--- src/rtl/pgs_pkg.sv ---
package pgs_pkg;
  typedef enum logic [1:0] {
    HOST_100 = 2'd0,
    HOST_133 = 2'd1,
    HOST_166 = 2'd2,
    HOST_200 = 2'd3
  } host_freq_e;

  typedef struct packed {
    logic sel_c;
    logic sel_b;
    logic sel_a;
    logic pin_mode;
  } strap_t;
endpackage

--- src/rtl/pgs_sync.sv ---
module pgs_sync #(
  parameter int STAGES = 2
) (
  input  logic clk_i,
  input  logic rst_ni,
  input  logic d_i,
  output logic q_o
);
  logic [STAGES-1:0] stage_q;

  for (genvar i = 0; i < STAGES; i++) begin : g_stage
    always_ff @(posedge clk_i or negedge rst_ni) begin
      if (!rst_ni) stage_q[i] <= 1'b1;  // idle = not good
      else if (i == 0) stage_q[i] <= d_i;
      else stage_q[i] <= stage_q[(i == 0) ? 0 : i-1];
    end
  end

  assign q_o = stage_q[STAGES-1];
endmodule

--- src/rtl/pgs_low_qual.sv ---
module pgs_low_qual #(
  parameter int LOW_SAMPLES = 2
) (
  input  logic clk_i,
  input  logic rst_ni,
  input  logic low_i,
  output logic valid_o
);
  localparam int CW = $clog2(LOW_SAMPLES + 1);
  localparam logic [CW-1:0] CNT_MAX  = CW'(LOW_SAMPLES);
  localparam logic [CW-1:0] CNT_LAST = CW'(LOW_SAMPLES - 1);

  logic [CW-1:0] run_q;

  always_ff @(posedge clk_i or negedge rst_ni) begin
    if (!rst_ni)             run_q <= '0;
    else if (!low_i)         run_q <= '0;
    else if (run_q != CNT_MAX) run_q <= run_q + 1'b1;
  end

  assign valid_o = low_i && (run_q >= CNT_LAST);

  if (LOW_SAMPLES > 1) begin : g_ast
    AST_VALID_AFTER_RUN: assert property (@(posedge clk_i) disable iff (!rst_ni)
      valid_o |-> $past(low_i));
  end
endmodule

--- src/rtl/pgs_capture.sv ---
module pgs_capture
  import pgs_pkg::*;
(
  input  logic   clk_i,
  input  logic   rst_ni,
  input  logic   valid_i,
  input  strap_t strap_i,
  output logic   locked_o,
  output logic   test_o,
  output strap_t strap_o
);
  logic   locked_q;
  logic   test_q;
  strap_t cap_q;

  always_ff @(posedge clk_i or negedge rst_ni) begin
    if (!rst_ni) begin
      locked_q <= 1'b0;
      test_q   <= 1'b0;
      cap_q    <= '0;
    end else if (!locked_q) begin
      if (valid_i) begin
        locked_q <= 1'b1;
        test_q   <= strap_i.sel_c;
        cap_q    <= strap_i;
      end
    end else if (test_q) begin
      cap_q <= strap_i;  // test mode stays transparent
    end
  end

  assign locked_o = locked_q;
  assign test_o   = test_q;
  assign strap_o  = cap_q;

  AST_LOCK_STICKY: assert property (@(posedge clk_i) disable iff (!rst_ni)
    locked_q |=> locked_q);
  AST_LOCK_ON_VALID: assert property (@(posedge clk_i) disable iff (!rst_ni)
    $rose(locked_q) |-> $past(valid_i));
  AST_HOLD_NORMAL: assert property (@(posedge clk_i) disable iff (!rst_ni)
    (locked_q && !test_q) |=> $stable(cap_q));
  AST_TEST_FIXED: assert property (@(posedge clk_i) disable iff (!rst_ni)
    locked_q |=> $stable(test_q));
  AST_TEST_TRACK: assert property (@(posedge clk_i) disable iff (!rst_ni)
    (locked_q && test_q) |=> (cap_q == $past(strap_i)));
endmodule

--- src/rtl/pgs_decode.sv ---
module pgs_decode
  import pgs_pkg::*;
(
  input  logic       locked_i,
  input  strap_t     strap_i,
  output host_freq_e freq_o,
  output logic       bad_o,
  output logic       clk_pins_o
);
  always_comb begin
    freq_o     = HOST_100;
    bad_o      = 1'b0;
    clk_pins_o = 1'b0;
    if (locked_i) begin
      clk_pins_o = strap_i.pin_mode;
      unique case ({strap_i.sel_c, strap_i.sel_b, strap_i.sel_a})
        3'b101:  freq_o = HOST_100;
        3'b001:  freq_o = HOST_133;
        3'b011:  freq_o = HOST_166;
        3'b010:  freq_o = HOST_200;
        default: begin
          freq_o = HOST_100;
          bad_o  = 1'b1;
        end
      endcase
    end
  end
endmodule

--- src/rtl/pgs_strap_latch.sv ---
module pgs_strap_latch
  import pgs_pkg::*;
#(
  parameter int SYNC_STAGES = 2,
  parameter int LOW_SAMPLES = 2
) (
  input  logic       clk_i,
  input  logic       rst_ni,
  input  logic       pg_ni,
  input  logic       sel_a_i,
  input  logic       sel_b_i,
  input  logic       sel_c_i,
  input  logic       pin_mode_i,
  output logic [1:0] host_freq_o,
  output logic       bad_code_o,
  output logic       test_mode_o,
  output logic       clk_pins_o,
  output logic       ready_o
);
  logic       pg_sync_n;
  logic       pg_valid;
  logic       locked;
  logic       test_mode;
  strap_t     strap_in;
  strap_t     strap_cap;
  host_freq_e freq;

  assign strap_in = '{sel_c: sel_c_i, sel_b: sel_b_i, sel_a: sel_a_i, pin_mode: pin_mode_i};

  pgs_sync #(.STAGES(SYNC_STAGES)) u_sync (
    .clk_i (clk_i),
    .rst_ni(rst_ni),
    .d_i   (pg_ni),
    .q_o   (pg_sync_n)
  );

  pgs_low_qual #(.LOW_SAMPLES(LOW_SAMPLES)) u_qual (
    .clk_i  (clk_i),
    .rst_ni (rst_ni),
    .low_i  (!pg_sync_n),
    .valid_o(pg_valid)
  );

  pgs_capture u_cap (
    .clk_i   (clk_i),
    .rst_ni  (rst_ni),
    .valid_i (pg_valid),
    .strap_i (strap_in),
    .locked_o(locked),
    .test_o  (test_mode),
    .strap_o (strap_cap)
  );

  pgs_decode u_dec (
    .locked_i  (locked),
    .strap_i   (strap_cap),
    .freq_o    (freq),
    .bad_o     (bad_code_o),
    .clk_pins_o(clk_pins_o)
  );

  assign host_freq_o = freq;
  assign test_mode_o = test_mode;
  assign ready_o     = locked;

  AST_IDLE_DEFAULTS: assert property (@(posedge clk_i) disable iff (!rst_ni)
    !ready_o |-> (host_freq_o == 2'b00 && !bad_code_o && !test_mode_o && !clk_pins_o));
  AST_BAD_IS_100: assert property (@(posedge clk_i) disable iff (!rst_ni)
    bad_code_o |-> (host_freq_o == 2'b00));
  AST_READY_HELD: assert property (@(posedge clk_i) disable iff (!rst_ni)
    ready_o |=> ready_o);
endmodule

--- config.mk ---
export PLATFORM = sky130hd
export DESIGN_NAME = pgs_strap_latch
export DESIGN_NICKNAME = d
export VERILOG_FILES = /design/src/rtl/pgs_pkg.sv /design/src/rtl/pgs_sync.sv /design/src/rtl/pgs_low_qual.sv /design/src/rtl/pgs_capture.sv /design/src/rtl/pgs_decode.sv /design/src/rtl/pgs_strap_latch.sv
export SDC_FILE = /design/constraint.sdc
export NUM_CORES = 1
export LEC_CHECK = 0
export ABC_AREA = 1
export BUFFER_PORTS_ARGS = -buffer_cell sky130_fd_sc_hd__buf_2
export CORE_ASPECT_RATIO = 1.1
export CORE_MARGIN = 2
export CORE_UTILIZATION = 30
export CTS_BUF_LIST = sky130_fd_sc_hd__clkbuf_4
export DETAILED_ROUTE_END_ITERATION = 10
export GPL_TIMING_DRIVEN = 0
export PLACE_DENSITY = 0.53
export SYNTH_ARGS = -nofsm -noshare
export SYNTH_HDL_FRONTEND = slang
export SYNTH_SLANG_ARGS = --single-unit
--- constraint.sdc ---
create_clock -name clk_i -period 1.3 [get_ports clk_i]
set_clock_uncertainty 0.1 [all_clocks]
set_input_delay 0.325 -clock clk_i [delete_from_list [all_inputs] [get_ports clk_i]]
set_output_delay 0.325 -clock clk_i [all_outputs]
set_load 0.02 [all_outputs]
==> impl_results.md <==
* Worst skew pair latency at 0.27 ns
* Top cells by area, synth: dfrtp_1 43%, nand3_1 13%, dfstp_2 11%, nand2_1 9.7%, inv_1 6.5%
* H-tree levels at 1
* Sw Pwr at 579 µW
* GRT met2 Usage at 0.213
* Total die area at 1880 µm²
* Setup-failing EPs final at 5
* Worst Path Arrival at 1.16 ns
* First-pass GRT wire length at 1700 µm
* Final non-filler cell total at 92
* Root Buffer: clkbuf_4
* Multi-input combinational cell area at 211 µm²
* RSZ-0062 raised after global routing: true
* Mux share of post-synthesis cell area at 0
* Min Clock Period, post-route at 1.58 ns
* Clock sink count at 10
* Final worst slack at -0.284 ns
* Endpoints failing hold at 0
* Drt via density at 4.68
* Synth Area in Simple Gates at 0.280
* Core Area at 1400 µm²
* Compound-cell area share of the yosys netlist at 0.0511
* Worst hold margin at 0.0577 ns
* Overall routing resource usage at 0.126
* Adder-cell share of the synthesized area at 0.0538
* Pre-CTS setup slack at -0.141 ns
* Synth cell types at 13
* Starting Density at 0.332
* P_leak at 0.000354 µW
* Post-synthesis sequential area ratio at 0.543
* 1st-pass router iterations at 4
* Post-Syn Area at 465 µm²
* Placed insts at 82
* Flop and latch count out of synthesis at 10
* DRT Wirelength at 1040 µm
* # fillers at 144
* Crit-path max FO at 4
* Post-Synthesis Cells at 54
* Max-Cap Viols at 0
* CTS tree: yes
* Total CTS buffers at 3
* FMAX at 0.631 GHz
* Worst-path clk slew at 0.07 ns
* Grt peak-use layer: met2
* Final net count at 86
* Critical Path RT at 0.88 ns
* Dpl hpwl at 741 µm
* Peak VDD IR at 0.000790 V
* Cell taking the most area after synthesis: dfrtp_1
* GR met1 Demand/Resource at 0.135
* Antenna violations before repair at 0
* Critical Path End Type: primary output
* XOR/XNOR Fraction of Synth Area at 0
* Via count at 431
* Worst hold path type: primary input to register
* CTS max path bufs at 2
* Num ports at 13
* Port bufs at 12
* Grt ovf at 0
* Failing checks: setup timing
* Die Y at 45.3 µm
* Yosys top cell area share at 0.430
* Max-slew violation count at 0
* Slew margin rel. at 0.842
* Clk pwr share at 0.171
* Outcome: finished, violations left
* Sequential power share at 0.325
* Share of cells above drive strength 1 at 0.487
* Final GP Congestion at 0.666
* Syn_area_per_cell at 8.62 µm²
* Tcrit/Tclk final at 1.22
* Internal power at 906 µW
* Vias in the first global route at 391
* Sequential cell area at 254 µm²
* Power Density at 2160 nW/µm²
* ANT cells at 0
* Startpoint types: register
* Sw frac at 0.390
* Least-Margin Pin Slew at 0.237 ns
* Synthesized net count at 63
* Largest net degree at the start of global routing at 11
* Critical path class: register to primary output
* Number of DRC markers in iteration 0 at 5
* Row cnt at 14
* DIE WIDTH at 41.6 µm
* Comb power frac at 0.504
* Largest family of logic cells by synthesized area: simple AND/OR/NAND/NOR gates
* Routed length per instance at 11.3 µm
* Area grow syn2layout at 47.6%
* Final core occ at 0.490
* Met3 GRT Util at 0.0360
* Warnings from Yosys at 0
* DRC Markers at 0
* Routed Antenna Nets at 0
==> cells in the final DEF (no fill, tap or decap) <==
| cell | instances |
|---|---|
| nand2_1 | 10 |
| inv_2 | 3 |
| dfrtp_1 | 7 |
| clkbuf_4 | 4 |
| nand2_2 | 3 |
| buf_4 | 6 |
| buf_6 | 4 |
| nor3b_4 | 1 |
| nand3_1 | 12 |
| o21ai_2 | 1 |
| ha_1 | 2 |
| a21oi_2 | 1 |
| o21ai_0 | 2 |
| dlygate4sd3_1 | 1 |
| dfstp_2 | 2 |
| nor2_4 | 1 |
| dfrtp_2 | 1 |
| buf_2 | 7 |
| nor2_2 | 2 |
| inv_4 | 1 |
| inv_1 | 5 |
==> layout make-up <==
| class | count | area share |
|---|---|---|
| Sequential cell | 10 | 0.370 |
| Multi-Input combinational cell | 35 | 0.308 |
| Inverter | 9 | 0.0528 |
| Timing Repair Buffer | 18 | 0.197 |
| Tap cell | 16 | 0.0291 |
| Clock buffer | 4 | 0.0437 |
==> critical path: stages, from the launching register on <==
cell	delay, ns
dfrtp_2	0.44
nor2_4	0.13
nand2_2	0.06
a21oi_2	0.11
buf_4	0.15
==> synthesized netlist by cell type <==
cell type and n:
o21ai_2 1, nand2_1 12, dfstp_2 2, nand2_2 1, inv_2 1, ha_1 2, a21oi_1 1, dfrtp_1 8
o21ai_0 2, nand3_1 12, nor3b_1 1, inv_1 8, nor2_1 3
==> stage by stage <==
step                area (µm²)  power [µW]  TNS [ns]
floorplan                  483         893    -0.115
global placement           563        1030    -0.120
detailed placement         563        1050    -0.156
CTS                        636        1390     -1.03
global route               687        1600     -1.21
finish                     687        1490    -0.944
==> cell families after synthesis <==
logic type,after synthesis
flip-flops,10
adder cells (fa/ha/maj),2
AO/OA/AOI/OAI,4
AND/OR/NAND/NOR,29
buffers and inverters,9
==> state kept, by name, summed over array words and instances (netlist names) <==
register / flops
u_sync.stage_q: 1
u_cap.strap_o: 4
u_cap.test_o: 1
u_qual.run_q: 2
u_sync.q_o: 1
u_cap.locked_o: 1
==> power by group through the flow <==
stage	sequential [µW]	combinational [µW]	clock [µW]
floorplan	477	415	0
global placement	475	560	0
detailed placement	477	572	0
CTS	480	652	255
global route	494	828	274
finish	483	749	253
==> layer usage <==
metal	up-vias	routed length, µm	part of all wire
met2	10	550	0.53
li1	219	-	-
met3	2	38	0.036
met4	0	12	0.012
met5	-	0	0
met1	200	441	0.42
==> final timing paths <==
path / start / end / slack (ns) / depth (start not counted)
min in group asynchronous: rst_ni / u_qual.run_q[0] / 0.34 / 2
worst max-delay path: u_cap.strap_o[2] / host_freq_o[0] / -0.28 / 4
worst min-delay path: pg_ni / u_sync.stage_q[0] / 0.06 / 1
max in group asynchronous: rst_ni / u_sync.q_o / 0.49 / 2
worst max register to register: u_qual.run_q[0] / u_cap.strap_o[0] / 0.11 / 5
worst min register to register: u_sync.stage_q[0] / u_sync.q_o / 0.26 / 0
==> what timing repair did <==
item	4_1_cts	5_1_grt
hold endpoints to repair	8	0
hold buffers	1	0
gates resized for setup	7	12
buffers inserted	2	3
endpoints found under the setup margin	5	10
pin swaps	1	0
Note: power is estimated with default switching activity, not from simulation.
